$ cat src/rtl/intc_pkg.sv
package intc_pkg;
    localparam int DATA_W  = 32;
    localparam int MAX_LINES = 32;
    localparam int IDX_W   = 3;

    typedef enum logic [IDX_W-1:0] {
        SEL_STATUS = 3'd0,
        SEL_PEND   = 3'd1,
        SEL_ENABLE = 3'd2,
        SEL_ACK    = 3'd3,
        SEL_SETEN  = 3'd4,
        SEL_CLREN  = 3'd5,
        SEL_VECTOR = 3'd6,
        SEL_MASTER = 3'd7
    } reg_sel_e;

    typedef struct packed {
        logic              wr;
        reg_sel_e          sel;
        logic [DATA_W-1:0] data;
    } bus_op_t;

    function automatic bus_op_t make_op(input logic wr, input logic [IDX_W-1:0] idx,
                                        input logic [DATA_W-1:0] data);
        bus_op_t op;
        op.wr   = wr;
        op.sel  = reg_sel_e'(idx);
        op.data = data;
        return op;
    endfunction
endpackage

$ cat src/rtl/intc_sync.sv
module intc_sync #(
    parameter int N      = 32,
    parameter int STAGES = 2
) (
    input  logic         clk,
    input  logic         rst,
    input  logic [N-1:0] din,
    output logic [N-1:0] dout
);
    logic [N-1:0] stg [STAGES];

    always_ff @(posedge clk) begin
        if (rst) stg[0] <= '0;
        else     stg[0] <= din;
    end

    for (genvar s = 1; s < STAGES; s++) begin : g_stage
        always_ff @(posedge clk) begin
            if (rst) stg[s] <= '0;
            else     stg[s] <= stg[s-1];
        end
    end

    assign dout = stg[STAGES-1];
endmodule

$ cat src/rtl/intc_status.sv
module intc_status #(
    parameter int           N          = 32,
    parameter logic [31:0]  LEVEL_MASK = 32'h0000_00FF
) (
    input  logic         clk,
    input  logic         rst,
    input  logic [N-1:0] sync_in,
    input  logic [N-1:0] ack_mask,
    output logic [N-1:0] status
);
    for (genvar i = 0; i < N; i++) begin : g_line
        logic hit;
        if (LEVEL_MASK[i]) begin : g_level
            assign hit = sync_in[i];
            // a high level input leaves the bit set, acknowledge or not
            assert_level_reassert_R4: assert property (@(posedge clk) disable iff (rst)
                sync_in[i] |=> status[i]);
        end else begin : g_edge
            logic prev_q;
            always_ff @(posedge clk) begin
                if (rst) prev_q <= 1'b0;
                else     prev_q <= sync_in[i];
            end
            assign hit = sync_in[i] & ~prev_q;
            // an edge line's bit is held until acknowledged
            assert_edge_sticky_R3: assert property (@(posedge clk) disable iff (rst)
                (status[i] && !ack_mask[i]) |=> status[i]);
        end

        always_ff @(posedge clk) begin
            if (rst) status[i] <= 1'b0;
            else     status[i] <= hit | (status[i] & ~ack_mask[i]);
        end

        // acknowledge without a new request clears the bit
        assert_ack_clears_R5: assert property (@(posedge clk) disable iff (rst)
            (ack_mask[i] && !hit) |=> !status[i]);
    end
endmodule

$ cat src/rtl/intc_regs.sv
module intc_regs
    import intc_pkg::*;
#(
    parameter int N = 32
) (
    input  logic                 clk,
    input  logic                 rst,
    input  bus_op_t              op,
    output logic [N-1:0]         enable,
    output logic [1:0]           master,
    output logic [N-1:0]         ack_mask
);
    logic [N-1:0] mask;
    assign mask     = op.data[N-1:0];
    assign ack_mask = (op.wr && op.sel == SEL_ACK) ? mask : '0;

    always_ff @(posedge clk) begin
        if (rst) begin
            enable <= '0;
            master <= 2'b00;
        end else if (op.wr) begin
            case (op.sel)
                SEL_ENABLE: enable <= mask;
                SEL_SETEN:  enable <= enable | mask;
                SEL_CLREN:  enable <= enable & ~mask;
                SEL_MASTER: master <= {master[1] | op.data[1], op.data[0]};
                default: ;
            endcase
        end
    end

    assert_seten_R6: assert property (@(posedge clk) disable iff (rst)
        (op.wr && op.sel == SEL_SETEN) |=>
            ((enable & $past(mask)) == $past(mask)) &&
            ((enable & ~$past(mask)) == ($past(enable) & ~$past(mask))));

    assert_clren_R7: assert property (@(posedge clk) disable iff (rst)
        (op.wr && op.sel == SEL_CLREN) |=>
            ((enable & $past(mask)) == '0) &&
            ((enable & ~$past(mask)) == ($past(enable) & ~$past(mask))));

    assert_master_sticky_R10: assert property (@(posedge clk) disable iff (rst)
        master[1] |=> master[1]);
endmodule

$ cat src/rtl/intc_prio.sv
module intc_prio
    import intc_pkg::*;
#(
    parameter int N = 32
) (
    input  logic [N-1:0]      pending,
    output logic [DATA_W-1:0] vector
);
    always_comb begin
        vector = '1;
        for (int i = N - 1; i >= 0; i--) begin
            if (pending[i]) vector = DATA_W'(i);
        end
    end
endmodule

$ cat src/rtl/intc_top.sv
module intc_top
    import intc_pkg::*;
#(
    parameter int          NUM_LINES   = 32,
    parameter int          SYNC_STAGES = 2,
    parameter logic [31:0] LEVEL_MASK  = 32'h0000_00FF
) (
    input  logic                 clk,
    input  logic                 rst,
    input  logic [NUM_LINES-1:0] irq_in,
    input  logic [IDX_W-1:0]     bus_idx,
    input  logic                 bus_wr,
    input  logic [DATA_W-1:0]    bus_wdata,
    output logic [DATA_W-1:0]    bus_rdata,
    output logic                 irq_out
);
    localparam int VW = $clog2(NUM_LINES);

    bus_op_t              op;
    logic [NUM_LINES-1:0] sync_in, status, enable, ack_mask, pending;
    logic [1:0]           master;
    logic [DATA_W-1:0]    vector;

    assign op = make_op(bus_wr, bus_idx, bus_wdata);

    intc_sync #(.N(NUM_LINES), .STAGES(SYNC_STAGES)) u_sync (
        .clk(clk), .rst(rst), .din(irq_in), .dout(sync_in));

    intc_status #(.N(NUM_LINES), .LEVEL_MASK(LEVEL_MASK)) u_status (
        .clk(clk), .rst(rst), .sync_in(sync_in), .ack_mask(ack_mask), .status(status));

    intc_regs #(.N(NUM_LINES)) u_regs (
        .clk(clk), .rst(rst), .op(op), .enable(enable), .master(master), .ack_mask(ack_mask));

    assign pending = status & enable;

    intc_prio #(.N(NUM_LINES)) u_prio (.pending(pending), .vector(vector));

    assign irq_out = (master == 2'b11) && (|pending);

    always_comb begin
        bus_rdata = '0;
        case (op.sel)
            SEL_STATUS: bus_rdata = DATA_W'(status);
            SEL_PEND:   bus_rdata = DATA_W'(pending);
            SEL_ENABLE: bus_rdata = DATA_W'(enable);
            SEL_VECTOR: bus_rdata = vector;
            SEL_MASTER: bus_rdata = DATA_W'(master);
            default:    bus_rdata = '0;
        endcase
    end

    // a reported vector always names a pending line with nothing lower
    assert_vector_pending_R11: assert property (@(posedge clk) disable iff (rst)
        (vector != '1) |-> (pending[vector[VW-1:0]] &&
            ((pending & ((NUM_LINES'(1) << vector[VW-1:0]) - NUM_LINES'(1))) == '0)));

    // the output needs a pending line
    assert_irq_needs_pending_R10: assert property (@(posedge clk) disable iff (rst)
        irq_out |-> (vector != '1));

    // a write to a read-only index leaves enables unchanged
    assert_ro_write_R12: assert property (@(posedge clk) disable iff (rst)
        (bus_wr && (op.sel == SEL_STATUS || op.sel == SEL_PEND || op.sel == SEL_VECTOR))
            |=> $stable(enable) && $stable(master));
endmodule

$ cat config.mk
export PLATFORM = sky130hd
export DESIGN_NAME = intc_top
export DESIGN_NICKNAME = d
export VERILOG_FILES = /design/src/rtl/intc_pkg.sv /design/src/rtl/intc_sync.sv /design/src/rtl/intc_status.sv /design/src/rtl/intc_regs.sv /design/src/rtl/intc_prio.sv /design/src/rtl/intc_top.sv
export SDC_FILE = /design/constraint.sdc
export NUM_CORES = 1
export LEC_CHECK = 0
export ABC_CLOCK_PERIOD_IN_PS = 1550
export BUFFER_PORTS_ARGS = -buffer_cell sky130_fd_sc_hd__buf_2
export CAP_MARGIN = 20
export CORE_MARGIN = 2
export CORE_UTILIZATION = 56
export CTS_CLUSTER_SIZE = 40
export DETAILED_ROUTE_END_ITERATION = 7
export PLACE_DENSITY = 0.78
export SLEW_MARGIN = 20
export SYNTH_ARGS = -nofsm -noshare
export SYNTH_HDL_FRONTEND = slang
export SYNTH_SLANG_ARGS = --single-unit
$ cat constraint.sdc
create_clock -name clk -period 1.55 [get_ports clk]
set_input_delay 0.0775 -clock clk [delete_from_list [all_inputs] [get_ports clk]]
set_output_delay 0.0775 -clock clk [all_outputs]
set_load 0.02 [all_outputs]
### Word-level counts from Yosys, hierarchy flattened

Memories as Yosys holds them, arrays and structs flattened.
Cells that the tools add are included.

| cells by class | value |
|---|---|
| reductions and logical operators | 7 |
| equal/unequal tests | 8 |
| bitwise operators | 151 |
| muxes and demuxes | 40 |

Operator list:

| cell | count |
|---|---|
| two-way mux 32 bit | 35 |
| case mux 32 bit (5 select lines) | 1 |
| case mux 32 bit (3 select lines) | 1 |
| bitwise AND 32 bit | 2 |
| bitwise AND 1 bit | 56 |
| NOT 1 bit | 56 |
| OR 1 bit | 35 |
| NOT 32 bit | 1 |
| OR 32 bit | 1 |
| OR reduction 32 bit | 1 |
| equality test 3 bit, second input constant | 4 |
| equality test 3 x 2 -> 1 bit, second input constant | 2 |
| AND reduction 2 bit | 2 |
| equality test 3 x 1 -> 1 bit, second input constant | 1 |
| logical NOT 3 bit | 1 |
| two-way mux 1 bit | 3 |
| nonzero test 3 bit | 1 |
| equality test 2 bit, second input constant | 1 |
| logical AND 1 bit | 2 |

| word-level totals | value |
|---|---|
| word-level logic and storage cells | 265 |
| input bits | 70 |
| memories kept | 1 |
| RAM bits | 64 |
| register bits | 90 |

Memories:

| memory | depth | bits a word | read ports | clocked after Yosys merged registers in | wr ports | line | source |
|---|---|---|---|---|---|---|---|
| u_sync.stg | 2 | 32 | 2 | 0 | 2 | intc_sync.sv:10 | `logic [N-1:0] stg [STAGES];` |

### Logic depth before layout (Yosys ltp)

Gate-level depths: netlist of run 1.

| depth | value |
|---|---|
| word-level depth | 34 |
| depth in mapped cells | 7 |

### Hierarchy

From an unflattened synthesis of run 1, not the netlist that was laid out.

| unflattened totals | value |
|---|---|
| cell total of the unflattened synthesis | 757 |
| area, all modules | 7056.8 µm² |

Modules (own cells, without submodules):

| module | area each (µm²) | times used | cells each |
|---|---|---|---|
| intc_sync | 1918.1 | 1 | 135 |
| intc_status | 1876.8 | 1 | 182 |
| intc_regs | 1539.0 | 1 | 155 |
| intc_top | 1157.4 | 1 | 195 |
| intc_prio | 565.5 | 1 | 90 |

### Worst setup path after synthesis of run 1

Ideal clock, no wire load.

| path | value |
|---|---|
| path kind | register -> output |
| from | register u_status.status[7] |
| to | output port bus_rdata[0] |
| path slack | -0.001 ns |
| buffers on the path | 0 |
| stages on the path, launching flop included | 6 |
| arrival | 1.473 ns |
| data required time | 1.472 ns |
| path through | dfxtp_1 -> nand2_1 -> a32o_1 -> a211oi_1 -> nand4_1 -> o211ai_1 |

| on the way | value |
|---|---|
| word-level cells in the longest chain between the ends | 10 |

Ends and longest elaborated chain:

| element | line | source |
|---|---|---|
| from (decl) | intc_status.sv:9 | `output logic [N-1:0] status` |
| from (signal, indexed assignment) | intc_status.sv:32 | `else status[i] <= hit \| (status[i] & ~ack_mask[i]);` |
| bitwise AND 32 bit | intc_top.sv:35 | `assign pending = status & enable;` |
| two-way mux 32 bit (8 in series) | intc_prio.sv:12 | `if (pending[i]) vector = DATA_W'(i);` |
| case mux 32 bit (5 select lines) | intc_top.sv:43 | `case (op.sel)` |
| to (decl) | intc_top.sv:14 | `output logic [DATA_W-1:0] bus_rdata,` |

No other way between the ends.

### Worst setup path in the final report of run 1

| path | value |
|---|---|
| from | register u_regs.enable[21] |
| to | output port bus_rdata[9] |

| on the way | value |
|---|---|
| word-level cells in the longest chain between the ends | 24 |

Ends and longest elaborated chain:

| element | line | source |
|---|---|---|
| from (decl) | intc_regs.sv:9 | `output logic [N-1:0] enable,` |
| from (signal assigned) | intc_regs.sv:23 | `SEL_ENABLE: enable <= mask;` |
| from (signal assigned) | intc_regs.sv:24 | `SEL_SETEN: enable <= enable \| mask;` |
| from (signal assigned) | intc_regs.sv:25 | `SEL_CLREN: enable <= enable & ~mask;` |
| bitwise AND 32 bit | intc_top.sv:35 |  |
| two-way mux 32 bit (22 in series) | intc_prio.sv:12 |  |
| case mux 32 bit (5 select lines) | intc_top.sv:43 |  |

No other way between the ends.

==> impl_metrics.yaml, run 1 <==
status:
  outcome: "finished with violations"
  violations: "setup timing"
yosys:
  ys_types: 46
  ys_async_sr_fraction: 0
  yosys_warnings: 0
  ys_ff_latch: 154
  synthFlopType: "dfxtp_1"
  avgSynthCellArea_sq_um: 8.301
  synth_edf_count: 0
  netlist_area_sq_mm: 0.006375
  syn-num-nets: 838
  syn_inst: 768
  ys_seq_area_frac: 0.4836
timing:
  hold_violations: 0
  setup_viol: 33
  timing.hold.ws_ns: 0.05647
  drv_slew: 0
  rsz0062_at_grt: "true"
  worst_slack_ns: -0.8543
  worstMarginPinSlew_ns: 0.5480
  finalCritPeriodShare: 1.551
  max_freq_mhz: 415.9
  period_needed_ns: 2.404
  fin_setup_tns_ns: -24.91
  finalClockSkew_ns: 0.006107
  slew_headroom: 0.6347
power_and_ir_drop:
  power_per_cell_area_mw_per_mm2: 1012
  vdd_drop_max_mv: 1.099
  cellLeakagePower_nw: 4.034
  total_power_mw: 9.706
global_routing:
  grt_usage: 0.3274
  grt-ovfl-total: 0
  grt_pass1_vias: 6668
  antenna_found_initial: 0
  grt_pass1_wl_um: 32400
  grt_max_degree: 47
placed_design:
  place_area_sq_mm: 0.007661
  portBuffers: 102
  place_congestion: 0.9557
  dp_hpwl_um: 11800
cells_and_area:
  n_fill_cell: 531
  diodes: 0
  seq_area_sq_mm: 0.003102
  final_net_count: 1092
  design_area_sq_mm: 0.009589
  postLayoutCoreUtil: 0.8731
  area_growth_pct: 50.42
  drive_gt1_frac: 0.3130
  multi_input_area_sq_mm: 0.003223
cts:
  cts_max_level: 4
  cts_buffer_depth: 2
  clock_latency_ns: 0.44
  clkTransAtPathRegs_ns: 0.07
  cts_buffers: 17
  cts_tree: "built"
  cts.sinks: 154
  root_buffer: "clkbuf_16"
setup_path:
  crit_buf_inv: 2
  crit_type: "reg2out"
  max_stage_delay_ns: 0.38
  crit_chain: "a22oi_2 > nand4_1 > nor3_4 > nand2_4 > buf_4 > o21ai_1 > buf_4"
  cpMostUsedCell: "buf_4"
  endpoint_kind: "output pin"
  crit_path_top_delay_cell: "nor3_4"
  cp_max_fo: 7
  critPathRequiredTime_ns: 1.47
  worstPathArrival_ns: 2.33
  start_kind: "flop"
  crit_family: "simple AND/OR/NAND/NOR gates"
route:
  viasPerCell: 5.971
  route.detailed.drc: 0
  postRouteAntennaNets: 0
  drt-wirelength-per-cell_um: 19.53
  first_pass_iters: 7
  drtIter0Drc: 933
  vias: 7016
  totalWireLength_um: 22950
die:
  fp.dieH_um: 110.7
  chipWidth_um: 110.7
  rows: 38
  io_pins: 103
  coreArea_sq_mm: 0.01098
  start_util: 0.5804
  die_area_sq_mm: 0.01225
flow_run:
  cap_viol_max_count: 0
min_path:
  hold_path_class: "in2reg"
[kinds of logic (layout without fill, tap and decap cells)]
kind of cell / count (synthesis) / in the layout / share of synthesized area
flops: 154 / 154 / 0.4836
buf+inv: 102 / 368 / 0.06752
compound gates: 259 / 259 / 0.2508
xor+xnor: 1 / 1 / 0.001374
simple gates: 252 / 253 / 0.1967
[what timing repair did]
| action | CTS | global route |
|---|---|---|
| buffers inserted | 9 | 8 |
| gates resized for setup | 100 | 44 |
| endpoints found under the setup margin | 33 | 33 |
| hold endpoints to repair | 74 | 0 |
| gates cloned | 1 | 2 |
| hold buffers | 65 | 0 |
| pin swaps | 17 | 11 |
[cell usage after synthesis (all sizes together), types with 9 or more instances]
| cell type | n | area (sq um) |
|---|---|---|
| buf | 16 | 101.4 |
| nand2 | 67 | 254.0 |
| nor2b | 91 | 576.8 |
| nor2 | 72 | 270.3 |
| a22oi | 43 | 369.1 |
| dfxtp | 154 | 3083 |
| o21ai | 97 | 560.5 |
| clkbuf | 30 | 113.9 |
| a21oi | 97 | 485.5 |
| nand3 | 9 | 45.04 |
| inv | 55 | 206.5 |
[cell usage in the layout (no fill, tap or decap), types with 2 or more instances in the layout]
master / n
dlygate4sd3_1: 65
o21ai_0: 44
a31oi_4: 2
nand2_4: 2
nand3_2: 2
nand3_1: 6
clkbuf_16: 19
a22oi_4: 3
buf_4: 111
o21ai_2: 7
a22oi_1: 31
buf_12: 6
dfxtp_1: 139
nor2b_1: 90
nand2b_1: 2
a221o_1: 2
inv_6: 3
dfxtp_2: 15
o21ai_1: 29
a32oi_1: 3
clkinvlp_4: 4
a21oi_1: 95
a21oi_2: 2
buf_6: 29
nand4_1: 2
nor3b_4: 2
a22o_1: 2
clkinv_4: 2
clkinv_2: 3
buf_2: 68
a22oi_2: 9
nand2_1: 64
o21ai_4: 17
nor2_1: 71
inv_1: 55
nand2_2: 2
[state kept, by name (all words and copies together), names as in the netlist]
name,cells
u_status.status,32
u_sync.stg,64
u_regs.enable,32
u_regs.master,2
u_status.g_line.g_edge.prev_q,24
[stage by stage]
stage / worst slack, ns / std cells
5_1_grt: -0.8831 / 1175
2_1_floorplan: 0.03811 / 768
6_report: -0.8543 / 1175
3_3_place_gp: -0.3374 / 1061
4_1_cts: -0.6835 / 1166
3_5_place_dp: -0.3598 / 1061
[layout make-up]
cell class                 count  area share
timing repair buffer         281      0.2420
clock buffer                  19     0.04619
sequential                   154      0.3235
tap                          140     0.01827
clock inverter                13     0.01240
multi-input combinational    513      0.3361
inverter                      55     0.02153
[where the power goes]
group | internal (mW) | leakage (nW) | switching, mW | total (mW)
clock network | 2.26 | 0.266 | 1.75 | 4.01
registers | 4.13 | 1.27 | 0.0973 | 4.23
logic | 0.684 | 2.50 | 0.784 | 1.47
total | 7.08 | 4.03 | 2.63 | 9.71
[layer usage]
metal  wire [um]  track usage  vias up  share of wire
met1        8057       0.3773     3207           0.35
met2       11060       0.5689      539           0.48
met5           0            0        -              0
li1            -            -     3108              -
met3        2316      0.07381      162           0.10
met4        1514       0.1683        0          0.066
[worst register-to-register path, delay by kind of cell (launching register included)]
family                 cells  cell delay, ns
AOI/OAI and AO/OA          2            0.22
DFF                        1            0.38
buffers and inverters      2            0.22
and+or+nand+nor            1            0.11
[worst paths after layout]
kind                            cells past startpoint                from  slack (ns)             endpoint
worst min-delay path                                2                 rst        0.06  u_status.status[30]
worst max-delay path                                7   u_regs.enable[21]       -0.85         bus_rdata[9]
worst min register to register                      1   u_sync.stg[0][24]        0.43    u_sync.stg[1][24]
worst max register to register                      5  u_status.status[9]        0.54   u_status.status[9]
(Power assumes the default switching activity.)
==> run 2, diff against run 1 <==
- ABC_CLOCK_PERIOD_IN_PS: 1550 -> 2900
- CORE_UTILIZATION: 56 -> 60
- PLACE_DENSITY: 0.78 -> 0.82
- SYNTH_HIERARCHICAL: not set -> 1
- clock period: 1.55 -> 2.9 ns (I/O delays scaled with it)
==> impl_metrics.yaml, run 2 <==
cells_and_area:
  regMostFlops: "u_sync/stg"
  top_regs: "u_sync/stg x64, u_regs/enable x32, u_status/status x32"
  area_growth_pct: 22.13
  postLayoutCoreUtil: 0.7516
  stdcell_count: 1042
  final_net_count: 956
  final_cell_mix: "dfxtp_1 (154), buf_2 (99), nand2b_1 (88)"
  largest_register_ffs: 64
  design_area_sq_mm: 0.008618
  final_common_cell: "dfxtp_1"
  diodes: 0
  drive_gt1_frac: 0.2770
placed_design:
  portBuffers: 102
  place_congestion: 0.8783
  place_area_sq_mm: 0.007365
  dp_hpwl_um: 10590
  dpl.cell_count: 946
setup_path:
  start_kind: "flop"
  crit-reg2reg-launch: "u_regs/master[1]"
  crit_type: "reg2out"
  crit_chain: "and2_1 > or4_4 > nor4b_2 > and4_4 > buf_4 > nand2_1 > o21ai_1 > buf_2"
  cp_max_fo: 11
  max_stage_delay_ns: 0.54
  critPathLaunch: "u_regs/enable[26]"
  worstPathArrival_ns: 2.67
  crit_path_top_delay_cell: "or4_4"
  critPathRequiredTime_ns: 2.76
  endpoint_kind: "output pin"
  reg2regPathDepth: 2
yosys:
  ys_ff_latch: 154
  synth_edf_count: 0
  synth_area_leader_cell: "dfxtp_1"
  yosys_warnings: 6
  netlist_area_sq_mm: 0.007057
  synth_top_cell_area_share: 0.4369
  synth_common_cells: "dfxtp_1 (154), nand2b_1 (88), nand2_1 (69)"
  avgSynthCellArea_sq_um: 9.322
  ys_async_sr_fraction: 0
  synth_most_common_cell: "dfxtp_1"
  ys_types: 51
  syn_inst: 757
  ys_seq_area_frac: 0.4369
  synth_area_leaders: "dfxtp_1 (44%), nand2b_1 (7.8%), nor2b_2 (7.4%)"
  syn-num-nets: 827
  synthFlopType: "dfxtp_1"
cts:
  postCtsSetupBuffers: 0
  clkTransAtPathRegs_ns: 0.06
  cts.sinks: 154
  clock_latency_ns: 0.43
  cts_buffers: 17
  root_buffer: "clkbuf_16"
  cts_buffer_depth: 2
  cts_max_level: 4
  cts_tree: "built"
timing:
  max_freq_mhz: 354.9
  period_needed_ns: 2.818
  fin_setup_tns_ns: 0
  hold_violations: 0
  setup_viol: 0
  drv_slew: 0
  finalClockSkew_ns: 0.005751
  finalCritPeriodShare: 0.9717
  slew_headroom: 0.5570
  worstMarginPinSlew_ns: 0.6645
  rsz0062_at_grt: "false"
power_and_ir_drop:
  power_per_cell_area_mw_per_mm2: 587.9
  total_power_mw: 5.067
  vdd_drop_max_mv: 0.5501
  cellLeakagePower_nw: 3.676
global_routing:
  grt_usage: 0.2657
  grt_max_degree: 51
  met1_usage: 0.3272
  top_usage_layer: "met2"
  grt-ovfl-total: 0
  grt_pass1_wl_um: 26720
  grt.met2_usage: 0.4426
  met3_usage: 0.07505
  grt_pass1_vias: 5624
  antenna_found_initial: 0
die:
  start_util: 0.6154
  rows: 39
  coreArea_sq_mm: 0.01147
  io_pins: 103
  chipWidth_um: 112.5
  die_area_sq_mm: 0.01265
  fp.dieH_um: 112.5
flow_run:
  cap_viol_max_count: 0
status:
  outcome: "finished clean"
route:
  vias: 5859
  first_pass_iters: 5
  route.detailed.drc: 0
  postRouteAntennaNets: 0
  drt-wirelength-per-cell_um: 16.17
  viasPerCell: 5.623
  totalWireLength_um: 16850
  drtIter0Drc: 435
min_path:
  hold_depth: 2
  hold_path_class: "in2reg"
  min_from: "rst"
==> run 2: stage by stage <==
stage	worst slack, ns	hold slack [ns]
2_1_floorplan	0.2654	0.2174
3_3_place_gp	0.5561	0.3521
3_5_place_dp	0.4804	0.3561
4_1_cts	0.04688	0.1001
5_1_grt	0.01307	0.1044
6_report	0.08207	0.1139
==> run 2: final timing paths <==
check | to | slack [ns]
setup reg to reg | u_regs/master[1] | 2.20
hold / removal | u_sync/stg[0][30] | 0.11
hold reg to reg | u_sync/stg[1][22] | 0.44
setup / recovery | bus_rdata[12] | 0.08
==> run 2: cell families (layout without fill, tap and decap cells) <==
group	Yosys count	in the layout	share of synthesized area
AOI/OAI and AO/OA	152	152	0.1614
xor gates and xnor gates	1	1	0.001241
buffers and inverters	84	226	0.07748
DFF	154	154	0.4369
muxes	5	5	0.007092
and+or+nand+nor	361	361	0.3160
==> run 2: repair_timing <==
item / in CTS / in global routing
hold endpoints to repair: 64 / 0
setup endpoints to repair: 3 / 23
hold buffers: 64 / 0
resized for setup: 1 / 5
pin swaps: 0 / 1
==> run 2: power by group <==
part | leakage (nW) | switching [mW] | internal (mW)
combinational | 2.12 | 0.306 | 0.266
clock | 0.290 | 0.866 | 1.37
sequential | 1.26 | 0.0491 | 2.21
==> run 2: area by class of cell <==
cell class              instances  area, sq um
fillers                       754         2849
clock buffers                  20        446.7
flip-flops and latches        154         3083
clock inverters                12        147.6
well taps                     143        178.9
inverters                      15        56.30
repair buffers                179         1256
multi-input cells             519         3450
==> run 2: per-layer routing <==
layer | up-vias | wire length, um
met4 | 0 | 323
met2 | 264 | 8025
met5 | - | 0
met3 | 36 | 1283
li1 | 2822 | -
met1 | 2737 | 7219
==> run 2: critical path: cells and delay by family (launching register included) <==
kind                   cells  cell delay (ns)
flip-flops                 1             0.33
AO/OA/AOI/OAI              1             0.12
AND/OR/NAND/NOR            5             1.37
buffers and inverters      2             0.41
==> run 3, diff against run 2 <==
- CORE_UTILIZATION: 60 -> 30
- HOLD_SLACK_MARGIN: not set -> 0.05
- PLACE_DENSITY: 0.82 -> 0.46
==> impl_metrics.yaml, run 3 (same netlist as run 2, synthesis figures left out) <==
cells_and_area:
  seq_area_sq_mm: 0.003083
  final_common_cell: "dfxtp_1"
  area_growth_pct: 25.73
  multi_input_area_sq_mm: 0.003457
  stdcell_count: 1221
  final_net_count: 959
  drive_gt1_frac: 0.2816
  n_fill_cell: 2436
  top_regs: "u_sync/stg x64, u_regs/enable x32, u_status/status x32"
  diodes: 0
  regMostFlops: "u_sync/stg"
  final_cell_mix: "dfxtp_1 (154), buf_2 (101), nand2b_1 (88)"
  largest_register_ffs: 64
  postLayoutCoreUtil: 0.3814
die:
  die_area_sq_mm: 0.02477
  coreArea_sq_mm: 0.02326
  fp.dieH_um: 157.4
  rows: 56
  chipWidth_um: 157.4
  start_util: 0.3034
  io_pins: 103
route:
  first_pass_iters: 5
  route.detailed.drc: 0
  drt-wirelength-per-cell_um: 15.20
  drtIter0Drc: 257
  postRouteAntennaNets: 0
  vias: 5466
  totalWireLength_um: 18560
  viasPerCell: 4.477
setup_path:
  start_kind: "flop"
  cp_max_fo: 4
  worstPathArrival_ns: 2.58
  critPathRequiredTime_ns: 2.76
  crit_type: "reg2out"
  crit_path_top_delay_cell: "or3_1"
  crit_chain: "and2_1 > or3_1 > a221o_1 > a21oi_1 > o311ai_0 > mux2i_1 > o22ai_1 > buf_2"
  max_stage_delay_ns: 0.38
  endpoint_kind: "output pin"
power_and_ir_drop:
  power_per_cell_area_mw_per_mm2: 573.7
  cellLeakagePower_nw: 3.697
  vdd_drop_max_mv: 0.3637
  total_power_mw: 5.090
placed_design:
  portBuffers: 102
  place_congestion: 0.7734
  dp_hpwl_um: 12320
  dpl.cell_count: 1125
min_path:
  hold_path_class: "in2reg"
cts:
  cts_buffers: 17
  cts_buffer_depth: 2
  cts_tree: "built"
  cts_max_level: 4
  root_buffer: "clkbuf_16"
  cts.sinks: 154
  clkTransAtPathRegs_ns: 0.07
  clock_latency_ns: 0.42
timing:
  rsz0062_at_grt: "false"
  worstMarginPinSlew_ns: 0.5987
  max_freq_mhz: 367.6
  drv_slew: 0
  hold_violations: 0
  finalClockSkew_ns: 0.008853
  slew_headroom: 0.6009
  period_needed_ns: 2.720
  fin_setup_tns_ns: 0
  setup_viol: 0
  finalCritPeriodShare: 0.9380
global_routing:
  grt_pass1_wl_um: 28920
  grt_pass1_vias: 5238
  antenna_found_initial: 0
  grt_max_degree: 47
  grt-ovfl-total: 0
  grt_usage: 0.1528
flow_run:
  cap_viol_max_count: 0
status:
  outcome: "finished clean"
## run 3: cell types whose count changed in the layout (fill, tap and decap cells not counted), sizes merged
cell / delta
clkinvlp: -1
bufinv: -1
buf: +3
inv: +2
## run 3: report_power, final
group | total, mW | internal, mW | switching, mW
clock network | 2.26 | 1.32 | 0.934
registers | 2.25 | 2.21 | 0.0458
logic | 0.578 | 0.270 | 0.308
total | 5.09 | 3.80 | 1.29
## run 3: worst paths after layout
check                                        from            endpoint  slack, ns  cells past startpoint
worst max-delay path            u_regs/enable[19]        bus_rdata[0]       0.18                      8
worst min-delay path                          rst    u_regs/master[1]       0.08                      2
worst max register to register  u_regs/enable[28]   u_regs/enable[28]       2.21                      1
worst min register to register   u_sync/stg[1][1]  u_status/status[1]       0.43                      2
## run 3: per-layer routing
layer  vias to the layer above  share of wire  track usage
met5                         -              0            0
met4                         0         0.0068      0.04848
met3                        15          0.041      0.03056
met2                        85           0.46       0.2385
met1                      2527           0.50       0.2116
li1                       2839              -            -
## run 3: repair_timing
action | CTS | global route
resized for setup | 0 | 6
hold buffers | 64 | 0
buffers inserted | 0 | 0
endpoints found under the setup margin | 0 | 25
hold endpoints to repair | 66 | 0
## run 3: worst max-delay path: cells and delay by family, from the launching register on
family	cells	cell delay, ns
compound gates	4	0.78
simple gates	2	0.60
flops	1	0.33
mux	1	0.25
buf+inv	1	0.19
## run 3: stage by stage
step | cell area (sq um) | setup slack, ns | hold WS [ns]
after CTS | 8847 | 0.02651 | 0.07083
after global placement | 7611 | 0.5642 | 0.3550
after global routing | 8872 | 0.01346 | 0.08941
after floorplan | 7057 | 0.2654 | 0.2174
final | 8872 | 0.1797 | 0.07668
after detailed placement | 7611 | 0.5123 | 0.3565
## run 3: final cells by class
| class | instances | area share |
|---|---|---|
| well taps | 319 | 0.04499 |
| inverters | 15 | 0.006346 |
| flip-flops and latches | 154 | 0.3475 |
| clock inverters | 12 | 0.01565 |
| multi-input cells | 519 | 0.3896 |
| repair buffers | 182 | 0.1444 |
| clock buffers | 20 | 0.05147 |
